$ cat src/rtl/stb_pkg.sv
package stb_pkg;
  localparam int WORD_W       = 32;
  localparam int TICK_W       = 5;
  localparam int SEL_W        = 8;
  localparam int SEL_DEV_BIT  = 4;
  localparam int PIO_ACC_LSB  = 0;
  localparam int PIO_REC_LSB  = 5;
  localparam int DMA_ACC_LSB  = 11;
  localparam int DMA_REC_LSB  = 16;
  localparam int DMA_HALF_BIT = 21;

  typedef enum logic [1:0] {ST_IDLE, ST_ACC, ST_REC} stb_state_e;

  typedef struct packed {
    logic [TICK_W-1:0] acc;
    logic [TICK_W-1:0] rec;
    logic              half;
  } phase_t;

  function automatic logic [TICK_W-1:0] clamp1(input logic [TICK_W-1:0] v);
    return (v == '0) ? TICK_W'(1) : v;
  endfunction

  function automatic phase_t decode_word(input logic [WORD_W-1:0] w, input logic dma);
    phase_t p;
    if (dma) begin
      p.acc  = clamp1(w[DMA_ACC_LSB +: TICK_W]);
      p.rec  = clamp1(w[DMA_REC_LSB +: TICK_W]);
      p.half = w[DMA_HALF_BIT];
    end else begin
      p.acc  = clamp1(w[PIO_ACC_LSB +: TICK_W]);
      p.rec  = clamp1(w[PIO_REC_LSB +: TICK_W]);
      p.half = 1'b0;
    end
    return p;
  endfunction
endpackage

$ cat src/rtl/stb_word_bank.sv
module stb_word_bank
  import stb_pkg::*;
#(
  parameter int NDEV = 2
) (
  input  logic              clk,
  input  logic              rst_n,
  input  logic              wr_en,
  input  logic [1:0]        wr_addr,
  input  logic [WORD_W-1:0] wr_data,
  output logic [WORD_W-1:0] cur_word
);
  localparam logic [1:0] SEL_ADDR = 2'(NDEV);

  logic [WORD_W-1:0] words [NDEV];
  logic [SEL_W-1:0]  sel_q;

  for (genvar g = 0; g < NDEV; g++) begin : g_word
    always_ff @(posedge clk or negedge rst_n) begin
      if (!rst_n)                                   words[g] <= '0;
      else if (wr_en && wr_addr == 2'(g))           words[g] <= wr_data;
    end
  end

  always_ff @(posedge clk or negedge rst_n) begin
    if (!rst_n)                               sel_q <= '0;
    else if (wr_en && wr_addr == SEL_ADDR)    sel_q <= wr_data[SEL_W-1:0];
  end

  assign cur_word = words[sel_q[SEL_DEV_BIT]];
endmodule

$ cat src/rtl/stb_sequencer.sv
module stb_sequencer
  import stb_pkg::*;
(
  input  logic              clk,
  input  logic              rst_n,
  input  logic              req_valid,
  input  logic              req_dma,
  input  logic              req_write,
  input  logic [WORD_W-1:0] cur_word,
  output logic              stb_core,
  output logic              write_q,
  output logic              half_q,
  output logic              req_ack,
  output logic              busy,
  output logic              start,
  output logic [WORD_W-1:0] active_word
);
  stb_state_e        state;
  logic [TICK_W-1:0] cnt;
  logic [TICK_W-1:0] rec_q;
  phase_t            ph;

  assign ph    = decode_word(cur_word, req_dma);
  assign start = (state == ST_IDLE) && req_valid && !req_ack;
  assign busy  = (state != ST_IDLE);

  always_ff @(posedge clk or negedge rst_n) begin
    if (!rst_n) begin
      state       <= ST_IDLE;
      cnt         <= '0;
      rec_q       <= '0;
      half_q      <= 1'b0;
      write_q     <= 1'b0;
      stb_core    <= 1'b0;
      req_ack     <= 1'b0;
      active_word <= '0;
    end else begin
      req_ack <= 1'b0;
      case (state)
        ST_IDLE: if (start) begin
          active_word <= cur_word;
          cnt         <= ph.acc - TICK_W'(1);
          rec_q       <= ph.rec;
          half_q      <= ph.half;
          write_q     <= req_write;
          stb_core    <= 1'b1;
          state       <= ST_ACC;
        end
        ST_ACC: if (cnt == '0) begin
          stb_core <= 1'b0;
          cnt      <= rec_q - TICK_W'(1);
          state    <= ST_REC;
        end else begin
          cnt <= cnt - TICK_W'(1);
        end
        ST_REC: if (cnt == '0) begin
          req_ack <= 1'b1;
          state   <= ST_IDLE;
        end else begin
          cnt <= cnt - TICK_W'(1);
        end
        default: state <= ST_IDLE;
      endcase
    end
  end
endmodule

$ cat src/rtl/stb_half_ext.sv
module stb_half_ext (
  input  logic clk,
  input  logic rst_n,
  input  logic stb_core,
  input  logic half_en,
  output logic stb_out
);
  logic ext_q;

  always_ff @(negedge clk or negedge rst_n) begin
    if (!rst_n) ext_q <= 1'b0;
    else        ext_q <= stb_core & half_en;
  end

  assign stb_out = stb_core | ext_q;
endmodule

$ cat src/rtl/stb_timer.sv
module stb_timer
  import stb_pkg::*;
(
  input  logic              clk,
  input  logic              rst_n,
  input  logic              cfg_wr_en,
  input  logic [1:0]        cfg_addr,
  input  logic [WORD_W-1:0] cfg_wdata,
  input  logic              req_valid,
  input  logic              req_dma,
  input  logic              req_write,
  output logic              req_ack,
  output logic              rd_stb,
  output logic              wr_stb
);
  logic [WORD_W-1:0] cur_word;
  logic [WORD_W-1:0] active_word;
  logic stb_core, write_q, half_q, busy, start, stb_any;

  stb_word_bank #(.NDEV(2)) u_bank (
    .clk(clk), .rst_n(rst_n), .wr_en(cfg_wr_en), .wr_addr(cfg_addr),
    .wr_data(cfg_wdata), .cur_word(cur_word)
  );

  stb_sequencer u_seq (
    .clk(clk), .rst_n(rst_n), .req_valid(req_valid), .req_dma(req_dma),
    .req_write(req_write), .cur_word(cur_word), .stb_core(stb_core),
    .write_q(write_q), .half_q(half_q), .req_ack(req_ack), .busy(busy),
    .start(start), .active_word(active_word)
  );

  stb_half_ext u_half (
    .clk(clk), .rst_n(rst_n), .stb_core(stb_core), .half_en(half_q),
    .stb_out(stb_any)
  );

  assign rd_stb = stb_any & ~write_q;
  assign wr_stb = stb_any &  write_q;
endmodule

$ cat config.mk
export PLATFORM = sky130hd
export DESIGN_NAME = stb_timer
export DESIGN_NICKNAME = d
export VERILOG_FILES = /design/src/rtl/stb_pkg.sv /design/src/rtl/stb_word_bank.sv /design/src/rtl/stb_sequencer.sv /design/src/rtl/stb_half_ext.sv /design/src/rtl/stb_timer.sv
export SDC_FILE = /design/constraint.sdc
export NUM_CORES = 1
export LEC_CHECK = 0
export ABC_CLOCK_PERIOD_IN_PS = 2100
export CAP_MARGIN = 20
export CELL_PAD_IN_SITES_DETAIL_PLACEMENT = 0
export CELL_PAD_IN_SITES_GLOBAL_PLACEMENT = 1
export CORE_MARGIN = 2
export CORE_UTILIZATION = 40
export DETAILED_ROUTE_END_ITERATION = 10
export PLACE_DENSITY_LB_ADDON = 0.1
export SYNTH_ARGS = -nofsm -noshare
export SYNTH_HDL_FRONTEND = slang
export SYNTH_SLANG_ARGS = --single-unit
$ cat constraint.sdc
create_clock -name clk -period 2.1 [get_ports clk]
set_input_delay 0.42 -clock clk [delete_from_list [all_inputs] [get_ports clk]]
set_output_delay 0.42 -clock clk [all_outputs]
set_load 0.05 [all_outputs]
# Word level (Yosys, flattened, before mapping)
# Index checks and enable logic that the tools add are counted.
[classes]
n_addsub = 3
n_lt_le_gt_ge = 1
eq_ne = 8
muxes = 21
bitwise_logic = 6
reduce_logical = 19
[op_table]
columns = ["cell", "n"]
rows = [
  ["$mux W22", 3],
  ["$mux W5", 7],
  ["$logic_not A5 Y1", 5],
  ["$pmux W5 S3", 1],
  ["$sub A5 B1 Y5 const B", 3],
  ["$mux W11", 1],
  ["$reduce_and A3 Y1", 3],
  ["$mux W2", 3],
  ["$pmux W2 S3", 1],
  ["$logic_and A1 B1 Y1", 5],
  ["$eq A2 B1 Y1 const B", 2],
  ["$eq A2 B2 Y1 const B", 2],
  ["$logic_not A2 Y1", 2],
  ["$mux W1", 4],
  ["$ne A2 B1 Y1 const B", 2],
  ["$ne A2 B2 Y1 const B", 2],
  ["$and A1 B1 Y1", 3],
  ["$reduce_bool A3 Y1", 1],
  ["$ge A2 B2 Y1 const B", 1],
  ["$not A1 Y2", 1],
  ["$pmux W1 S2", 1],
  ["$reduce_and A2 Y1", 1],
  ["$reduce_bool A2 Y1", 1],
  ["$logic_not A1 Y1", 1],
  ["2 further kinds", 2],
]
[word_totals]
ff_bits = 66
inputBits = 40
output_inout_bits = 3
wordCells = 69

# Longest topological paths before layout
[depth]
ltp_word = 10
depth_mapped = 10
ltp_nobuf = 9

# Modules after synthesis
# From an unflattened synthesis, not the netlist that was laid out.
[hier_totals]
cells_unflattened = 455
area_unflattened_um2 = 5265.0
[modules_own_cells]
columns = ["module", "instances", "cells_each", "area_per_inst_um2", "seq_area_each_um2"]
rows = [
  ["stb_word_bank", 1, 175, 2824.0, 1626.6],
  ["stb_sequencer", 1, 275, 2386.0, 1201.2],
  ["stb_half_ext", 1, 3, 38.8, 25.0],
  ["stb_timer", 1, 2, 16.3, 0.0],
]

==> results.tsv <==
metric	value	unit
final wirelength	6150	um
Crit path max-delay family	flip-flops	
CP peak stage delay	0.43	ns
first-pass GRT wire length	10600	um
hold crit path type	in -> async	
Placeable Area	7290	um2
combinational power share	39.0	%
final hold slack	0.264	ns
Syn. warnings	0	
Vias/cell	5.12	
crit start category	flip-flop	
Synth async-reset ratio	100	%
H-Tree Depth	3	
Distinct cells, synth	43	
Worst path slowest cell	dfrtn_1	
antenna violations before repair	0	
Final GP Congestion	0.794	
GR Overflow Total	0	
drt first pass iters	4	
Layout fillers	666	
syn_nets	287	
max cap viols	0	
slew at the pin closest to its max-slew limit	0.773	ns
Total GRT Usage	16.4	%
dpl ws	-0.235	ns
worst skew pair latency	0.33	ns
post-synth top area cell	dfrtp_1	
crit-path cells	nor2_4 -> nor2b_4 -> buf_12	
via count	2024	
diode count	0	
root buffer cell	clkbuf_8	
Critical Path Sink Type	output port	
TritonCTS clock tree	yes	
Clk pin slew, worst setup/hold paths	0.06	ns
die area	8240	um2
Synth top area share	49.0	%
clock sink count	60	
Die X	90.8	um
Cell Area, Synth	3010	um2
switching pwr	1570	uW
synthesis-to-layout area growth	27.3	%
CP Max Fanout	2	
Final nets	338	
setup violators final	3	
synthesized flop and latch total	60	
worst path required time	1.68	ns
failing checks	negative setup slack	
Area contributors post-synth	dfrtp_1, mux2_2, mux4_2	
share of layout cells above drive strength 1	35.8	%
switching portion of total power	34.1	%
Die Y	90.8	um
crit path DAT	2.14	ns
IO Pins	43	
syn avg cell area	12.6	um2
unrepaired setup endpoints after global routing	true	
Setup TNS	-0.906	ns
number of synthesized flops with an enable pin	0	
starting density of the core	41.3	%
final worst setup slack	-0.459	ns
CTS max path bufs	2	
CTS Buf Count	9	
relative slew slack	48.5	%
Post-CTS Hold Fix Bufs	0	
Top FF cell, synth	dfrtp_1	
DR iter-0 viols	71	
CP bufs+invs	1	
# rows	31	
Peak VDD IR	0.464	mV
Power Density	1200	nW/um2
cell-internal power	3030	uW
Flop pwr share	38.0	%
DP HPWL	4310	um
Final Skew	0.0100	ns
Slew Viols, Final	0	
vias in the first global route	2106	
wire length per cell after detailed routing	15.6	um
clock power share	23.0	%
PortBufs	31	
fraction of the yosys area taken by sequential cells	49.8	%
pin count of the biggest net entering global routing	60	
status	finished with violations	
post-route ant nets	0	
synthesized instance count	240	
post-route DRC violation count	0	
Tot Pwr	4590	uW
CP Class	reg -> out	
static leakage	0.00160	uW
final hold violation count	0	
-- routing by layer --
| metal | vias up | GRT usage, % | share of wire, % |
|---|---|---|---|
| li1 | 980 | - | - |
| met5 | - | 0 | 0 |
| met4 | 0 | 8.71 | 2.0 |
| met3 | 13 | 3.34 | 2.9 |
| met1 | 998 | 22.8 | 49 |
| met2 | 33 | 24.3 | 46 |
-- power groups by stage --
stage	sequential, uW	clock, uW	combinational [uW]
6_report	1750	1050	1790
2_1_floorplan	1670	0	1270
3_3_place_gp	1750	0	1740
4_1_cts	1740	1090	1770
5_1_grt	1800	1150	2010
3_5_place_dp	1760	0	1760
-- cells in the final DEF (no fill, tap or decap), types with 2 or more instances in the layout --
cell             instances
a211oi_1                 3
a21oi_1                  3
buf_12                   3
buf_4                   19
clkbuf_8                11
clkdlybuf4s50_1         28
clkinv_2                 2
dfrtp_1                 58
ha_1                     6
inv_1                    9
mux2_2                  49
mux2i_1                  2
mux4_1                   2
mux4_2                   6
nand2_1                  8
nand3_1                  2
nand3b_1                 4
nor2_1                  13
nor2_4                   3
nor2b_1                  3
nor3_1                   3
nor3b_2                  2
nor4_1                   7
o211ai_1                 3
o21ai_0                 15
o21ai_1                  2
xnor2_1                  4
xor2_1                   2
-- synthesized netlist by cell type, drive strengths merged (2+ instances only) --
cell     n
dfrtp   59
mux2    49
o21ai   17
nor2    16
inv      9
mux4     8
nand2    8
ha       7
nor4     7
buf      6
clkbuf   5
nand3b   4
nor2b    4
xnor2    4
a211oi   3
a21oi    3
nor3     3
nor3b    3
o211ai   3
mux2i    2
nand3    2
xor2     2
-- cell families (layout without fill, tap and decap cells) --
logic type | Yosys count | count (layout) | synth area share (%)
DFF | 60 | 60 | 49.8
muxes | 59 | 59 | 25.2
and+or+nand+nor | 54 | 54 | 10.4
AOI/OAI and AO/OA | 34 | 34 | 7.06
buffers and inverters | 20 | 76 | 2.87
adders and majority gates | 7 | 7 | 2.91
xor gates and xnor gates | 6 | 6 | 1.74
-- stage by stage --
| step | instance area [um2] | util, % | std cells |
|---|---|---|---|
| finish | 3840 | 52.6 | 395 |
| floorplan | 3030 | - | 240 |
| CTS | 3770 | 51.7 | 391 |
| global route | 3840 | 52.6 | 395 |
| global placement | 3560 | 48.8 | 374 |
| detailed placement | 3560 | 48.8 | 374 |
-- layout make-up --
type	count	area, um2	area share (%)
clock inverters	4	47.5	1.24
repair buffers	51	488	12.7
inverters	9	33.8	0.881
flip-flops and latches	60	1500	39.2
clock buffers	12	155	4.04
multi-input cells	160	1490	38.7
well taps	99	124	3.23
-- state kept, by name (all words and copies together) (netlist names) --
name / flops
u_bank.words: 42
u_seq.cnt: 5
u_seq.rec_q: 5
u_seq.state: 2
u_bank.sel_q: 1
u_half.ext_q: 1
u_seq.half_q: 1
u_seq.req_ack: 1
u_seq.stb_core: 1
u_seq.write_q: 1
-- worst paths after layout --
path | start | endpoint | slack [ns] | cells after the start
min in group clk | u_seq.half_q | u_seq.half_q | 0.50 | 1
hold reg to reg | u_seq.half_q | u_seq.half_q | 0.50 | 1
max in group asynchronous | rst_n | u_half.ext_q | 1.17 | 1
setup / recovery | u_half.ext_q | wr_stb | -0.46 | 3
hold / removal | rst_n | u_seq.half_q | 0.26 | 2
setup reg to reg | u_bank.sel_q[4] | u_seq.cnt[4] | 0 | 9
-- timing repair --
action | CTS | global route
buffers inserted | 1 | 4
pin swaps | 1 | 7
setup endpoints to repair | 3 | 4
gates resized for setup | 1 | 7
(Power assumes the default switching activity.)
